<file path="src/rtl/pwm6_fault.sv">
module pwm6_fault #(
  parameter int CW   = 15,
  parameter int NCH  = 6,
  parameter int NFLT = 4,
  parameter int FLW  = 4,
  parameter int AW   = 5,
  parameter int DW   = 16
) (
  input  logic            clk,
  input  logic            rst_n,
  input  logic            wr_en,
  input  logic [AW-1:0]   wr_addr,
  input  logic [DW-1:0]   wr_data,
  input  logic [AW-1:0]   rd_addr,
  output logic [DW-1:0]   rd_data,
  input  logic [NFLT-1:0] fault_in,
  output logic [NCH-1:0]  pwm_out
);
  localparam int PW      = CW + 1;
  localparam int A_PER   = 0;
  localparam int A_CTRL  = 1;
  localparam int A_STAT  = 2;
  localparam int A_DUTY  = 8;
  localparam int A_PHASE = 16;
  localparam int EN_LSB  = 4;
  localparam int FL_LSB  = EN_LSB + NFLT;

  logic [CW-1:0]             period_q;
  logic                      center_q;
  logic [NFLT-1:0]           fen_q;
  logic [FLW-1:0]            flen_q;
  logic [NFLT-1:0]           fstat_q;
  logic [NCH-1:0][CW-1:0]    duty_sh, duty_act, ph_sh, ph_act;
  logic [PW-1:0]             pos_q;
  logic [NCH-1:0]            pwm_q, raw;
  logic [NFLT-1:0][FLW-1:0]  fcnt;
  logic [NFLT-1:0]           fqual;

  // timebase
  logic [PW-1:0] len;
  logic          wrap;
  logic [FLW-1:0] nsel;
  logic          kill;

  assign len  = center_q ? {period_q, 1'b0} : {1'b0, period_q};
  assign wrap = ((PW+1)'(pos_q) + (PW+1)'(1)) >= (PW+1)'(len);
  assign nsel = (flen_q == '0) ? FLW'(1) : flen_q;
  assign kill = |((fqual | fstat_q) & fen_q);
  assign pwm_out = kill ? '0 : pwm_q;

  // per-channel compare
  for (genvar i = 0; i < NCH; i++) begin : g_ch
    logic [PW:0]   sum, adjw;
    logic [PW-1:0] adj, v;
    assign sum  = (PW+1)'(pos_q) + (PW+1)'(ph_act[i]);
    assign adjw = (sum >= (PW+1)'(len)) ? sum - (PW+1)'(len) : sum;
    assign adj  = adjw[PW-1:0];
    assign v    = (center_q && adj > PW'(period_q)) ? len - adj : adj;
    assign raw[i] = (duty_act[i] != '0) &&
                    ((duty_act[i] >= period_q) || (v < PW'(duty_act[i])));

    AST_ZERO_DUTY: assert property (@(posedge clk) disable iff (!rst_n)
      ($past(duty_act[i]) == '0) |-> !pwm_out[i]);
  end

  always_ff @(posedge clk or negedge rst_n) begin
    if (!rst_n) begin
      pos_q    <= '0;
      duty_act <= '0;
      ph_act   <= '0;
      pwm_q    <= '0;
    end else begin
      pwm_q <= raw;
      if (wrap) begin
        pos_q    <= '0;
        duty_act <= duty_sh;
        ph_act   <= ph_sh;
      end else begin
        pos_q <= pos_q + 1'b1;
      end
    end
  end

  // fault filters
  always_ff @(posedge clk or negedge rst_n) begin
    if (!rst_n) begin
      fcnt  <= '0;
      fqual <= '0;
    end else begin
      for (int j = 0; j < NFLT; j++) begin
        if (!fault_in[j]) begin
          fcnt[j]  <= '0;
          fqual[j] <= 1'b0;
        end else begin
          if (fcnt[j] < nsel) fcnt[j] <= fcnt[j] + 1'b1;
          fqual[j] <= ((FLW+1)'(fcnt[j]) + (FLW+1)'(1)) >= (FLW+1)'(nsel);
        end
      end
    end
  end

  // register file
  always_ff @(posedge clk or negedge rst_n) begin
    if (!rst_n) begin
      period_q <= '0;
      center_q <= 1'b0;
      fen_q    <= '0;
      flen_q   <= '0;
      fstat_q  <= '0;
      duty_sh  <= '0;
      ph_sh    <= '0;
    end else begin
      fstat_q <= (fstat_q & ~((wr_en && wr_addr == AW'(A_STAT)) ? wr_data[NFLT-1:0] : '0))
                 | (fqual & fen_q);
      if (wr_en) begin
        if (wr_addr == AW'(A_PER)) period_q <= wr_data[CW-1:0];
        if (wr_addr == AW'(A_CTRL)) begin
          center_q <= wr_data[0];
          fen_q    <= wr_data[EN_LSB +: NFLT];
          flen_q   <= wr_data[FL_LSB +: FLW];
        end
        for (int i = 0; i < NCH; i++) begin
          if (wr_addr == AW'(A_DUTY + i))  duty_sh[i] <= wr_data[CW-1:0];
          if (wr_addr == AW'(A_PHASE + i)) ph_sh[i]   <= wr_data[CW-1:0];
        end
      end
    end
  end

  always_comb begin
    rd_data = '0;
    if (rd_addr == AW'(A_PER)) rd_data[CW-1:0] = period_q;
    if (rd_addr == AW'(A_CTRL)) begin
      rd_data[0]                = center_q;
      rd_data[EN_LSB +: NFLT]   = fen_q;
      rd_data[FL_LSB +: FLW]    = flen_q;
    end
    if (rd_addr == AW'(A_STAT)) rd_data[NFLT-1:0] = fstat_q;
    for (int i = 0; i < NCH; i++) begin
      if (rd_addr == AW'(A_DUTY + i))  rd_data[CW-1:0] = duty_sh[i];
      if (rd_addr == AW'(A_PHASE + i)) rd_data[CW-1:0] = ph_sh[i];
    end
  end

  // checks
  AST_POS_RANGE: assert property (@(posedge clk) disable iff (!rst_n)
    (len != '0 && pos_q >= len) |=> (pos_q == '0));

  AST_ACT_AT_WRAP: assert property (@(posedge clk) disable iff (!rst_n)
    !$past(wrap) |-> ($stable(duty_act) && $stable(ph_act)));

  AST_OUT_SAFE: assert property (@(posedge clk) disable iff (!rst_n)
    (|(fstat_q & fen_q)) |-> (pwm_out == '0));

  for (genvar j = 0; j < NFLT; j++) begin : g_fchk
    AST_QUAL_RUN: assert property (@(posedge clk) disable iff (!rst_n)
      $rose(fqual[j]) |-> $past(fault_in[j]));
    AST_STICKY_SRC: assert property (@(posedge clk) disable iff (!rst_n)
      $rose(fstat_q[j]) |-> $past(fqual[j] & fen_q[j]));
  end
endmodule

</file>
<file path="config.mk">
export PLATFORM = sky130hd
export DESIGN_NAME = pwm6_fault
export DESIGN_NICKNAME = d
export VERILOG_FILES = /design/src/rtl/pwm6_fault.sv
export SDC_FILE = /design/constraint.sdc
export NUM_CORES = 2
export LEC_CHECK = 0
export ABC_AREA = 1
export ABC_CLOCK_PERIOD_IN_PS = 10300
export BUFFER_PORTS_ARGS = -buffer_cell sky130_fd_sc_hd__buf_2
export CAP_MARGIN = 40
export CELL_PAD_IN_SITES_DETAIL_PLACEMENT = 1
export CELL_PAD_IN_SITES_GLOBAL_PLACEMENT = 1
export CORE_ASPECT_RATIO = 1.5
export CORE_MARGIN = 3
export CORE_UTILIZATION = 35
export DETAILED_ROUTE_END_ITERATION = 6
export HOLD_SLACK_MARGIN = 0.08
export PLACE_DENSITY = 0.6
export SLEW_MARGIN = 20
export SYNTH_ARGS = -nofsm -noshare
export SYNTH_HDL_FRONTEND = slang
export SYNTH_SLANG_ARGS = --single-unit
</file>
<file path="constraint.sdc">
create_clock -name clk -period 10.3 [get_ports clk]
set_clock_uncertainty 0.2 [all_clocks]
set_input_delay 0.515 -clock clk [delete_from_list [all_inputs] [get_ports clk]]
set_output_delay 0.515 -clock clk [all_outputs]
set_load 0.02 [all_outputs]
</file>
==> impl_results.md <==
* Endpoints failing hold at 0
* Outcome: completed
* Arrival time worst endpoint at 9.24 ns
* Leading register cell type out of synthesis: dfrtp_1
* Hold EP: ph_sh[75]$_DFFE_PN0P_
* Layout area overhead at 12.2%
* CP Class: register to register
* Starting Density at 35.4%
* Mean Syn Cell Area at 7.37 sq um
* Reg-to-reg slack, setup at 1.33 ns
* Syn Inst Count at 5376
* Max cap viols at 0
* Clk sinks at 430
* Cell Area, Placed at 0.0425 sq mm
* Routed len/inst at 27.0 um
* Die W at 281 um
* Via count at 38900
* Largest stage delay, worst path at 0.62 ns
* Worst Hold Class: primary input to register
* Yosys reg bits at 430
* Worst slew pin tran at 0.935 ns
* CTS Root Cell: clkbuf_16
* Tcrit/Tclk final at 87.1%
* # DRC at 0
* Pre-antenna DRT Iters at 5
* Top cell by count, worst path: nand2_1
* GRT Overall Usage at 32.1%
* Crit path depth at 48
* Setup TNS at 0 ns
* Most frequent cells in the layout: nand2_1, inv_1, ha_1, o21ai_0, dfrtp_1
* First-pass GRT wire length at 271 mm
* Worst slew margin at 37.7%
* Worst Hold Launch: wr_data[0]
* CP top delay family: simple AND/OR/NAND/NOR gates
* Post-route ant nets at 0
* Max-slew violations at 0
* Worst setup EP type: register
* Rows at 150
* Vias per cell at 5.54
* Post-synth EDFFs at 0
* Final Wtd Congestion at 0.978
* Post-synth net total at 6020
* Die area at 0.117 sq mm
* Critical Path Fanout Max at 18
* Yosys Warn Count at 0
* R2r startpoint: pos_q[4]$_DFF_PN0_
* Top-area cell type share of the netlist area at 27.2%
* Area contributors post-synth: dfrtp_1, ha_1, nand2_1
* Layout cells sized above 1 at 7.05%
* Area leader, netlist: dfrtp_1
* Synth cell types at 52
* Pin count of the biggest net entering global routing at 175
* H-tree levels at 2
* Async SR Flop Fraction at 100%
* CTS resizes at 0
* Clock Path Buffers at 3
* Post-layout instance area at 0.0444 sq mm
* Initial antenna violation count at 7
* Critical path startpoint category: register
* Total Wirelength at 189 mm
* Crit path buf inv count at 5
* Cell area after synthesis at 0.0396 sq mm
* Starting DRT DRC Count at 1917
* Sequential area share after synthesis at 27.2%
* Worst flop-to-flop path endpoint: pwm_q[3]$_DFF_PN0_
* Critical path required time at 10.57 ns
* R2R depth at 48
* Crit-path slowest cell: dfrtp_1
* Die height at 418 um
* CTS tree: done
* Io pins at 55
* Clock buffer count from CTS at 49
* Post-layout nets at 6175
* Worst skew pair latency at 0.63 ns
* Min Tclk post-route at 8.97 ns
* Commonest non-fill, non-tap cell in the layout: nand2_1
* Core footprint at 0.112 sq mm
* RSZ-0062 raised after global routing: no
* Grt ovf at 0
* IO buf count at 52
* Vias in the first global route at 40800
* Setup violators final at 0
* Post-DP HPWL at 150 mm
* Hold depth at 4
* FMAX at 0.111 GHz
* Clk slew on worst S/H paths at 0.07 ns
## metal layers
layer	up-vias	global-route usage (%)	wire, um	part of all wire [%]
met5	-	0	0	0
met4	0	29.6	21700	11
met3	505	3.08	6540	3.5
met2	948	56.7	92200	49
met1	19000	33.5	69000	36
li1	18400	-	-	-
## worst register-to-register path: cells and delay by family (launching register included)
family | cells | cell delay (ns)
simple gates | 29 | 3.62
compound gates | 9 | 1.92
fa+ha+maj | 4 | 1.41
flops | 1 | 0.62
xor+xnor | 1 | 0.25
buf+inv | 5 | 0.81
## worst max path at each step
| stage | slack (ns) | from | to |
|---|---|---|---|
| after floorplan | 2.86 | center_q$_DFFE_PN0P_ | pwm_q[5]$_DFF_PN0_ |
| after global placement | 1.24 | pos_q[1]$_DFF_PN0_ | pwm_q[3]$_DFF_PN0_ |
| after detailed placement | 1.31 | pos_q[4]$_DFF_PN0_ | pwm_q[3]$_DFF_PN0_ |
| after CTS | 1.28 | pos_q[4]$_DFF_PN0_ | pwm_q[3]$_DFF_PN0_ |
| after global routing | 0.61 | pos_q[4]$_DFF_PN0_ | pwm_q[3]$_DFF_PN0_ |
| final | 1.33 | pos_q[4]$_DFF_PN0_ | pwm_q[3]$_DFF_PN0_ |
## cells in the mapped netlist (4+ instances only)
master and number:
xnor2_1 104, fa_1 18, o21ai_1 10, o2111ai_1 14, a21boi_0 8, o211ai_1 12
mux2_1 43, o2111a_1 6, dfrtp_1 430, nand2_2 4, o21bai_1 29, o22ai_1 6
and3_1 4, inv_1 632, nand3_1 199, nand4_1 103, mux2_2 47, nor2_1 260
a221oi_1 5, or2_2 11, nor3_1 45, a211oi_1 37, xor2_1 126, buf_4 14
a31oi_1 34, a21oi_1 396, a21o_1 28, o31ai_1 8, nand3b_1 12, o21ai_0 600
clkbuf_1 76, ha_1 593, nand2_1 1364, buf_2 36, nor4_1 15, o21a_1 20
buf_6 6
## flip-flops by register name (all words and copies together) (netlist names)
signal    cells
center_q      1
duty_act     90
duty_sh      90
fcnt         16
fen_q         4
flen_q        4
fqual         4
fstat_q       4
period_q     15
ph_act       90
ph_sh        90
pos_q        16
pwm_q         6
## through the flow
| stage | std cells | utilization [%] | setup WS (ns) | hold slack, ns |
|---|---|---|---|---|
| 5_1_grt | 7016 | 39.7 | 0.611 | 0.267 |
| 3_3_place_gp | 6870 | 37.6 | 1.24 | 0.269 |
| 3_5_place_dp | 6911 | 38.0 | 1.31 | 0.278 |
| 2_1_floorplan | 5376 | - | 2.86 | 0.0194 |
| 6_report | 7017 | 39.7 | 1.33 | 0.276 |
| 4_1_cts | 7011 | 39.6 | 1.28 | 0.230 |
## cells by family (layout without fill, tap and decap cells)
group / count (synthesis) / after routing / share of synthesized area (%)
muxes: 90 / 90 / 2.56
adders and majority gates: 611 / 611 / 19.6
buffers and inverters: 768 / 964 / 7.64
DFF: 430 / 430 / 27.2
xor gates and xnor gates: 230 / 230 / 5.09
AOI/OAI and AO/OA: 1224 / 1224 / 16.9
and+or+nand+nor: 2022 / 2022 / 21.0
other: 1 / 2 / 0.00947
## what timing repair did
action                                  4_1_cts  5_1_grt
endpoints found under the setup margin        0        0
endpoints found under the hold margin       103        0
hold buffers                                  8        0
setup buffers                                 0        0
## cell type report
cell class	instances	area [sq um]
fill	13900	67400
multi-input combinational	4178	25800
clock inverter	28	359
timing repair buffer	239	1890
antenna	1	2.50
sequential	430	10800
clock buffer	64	1410
tap	1444	1810
inverter	633	2380
Power is left out: the tool's default activity adds up to more than one toggle a clock period on the data nets, which glitch-free logic cannot reach.
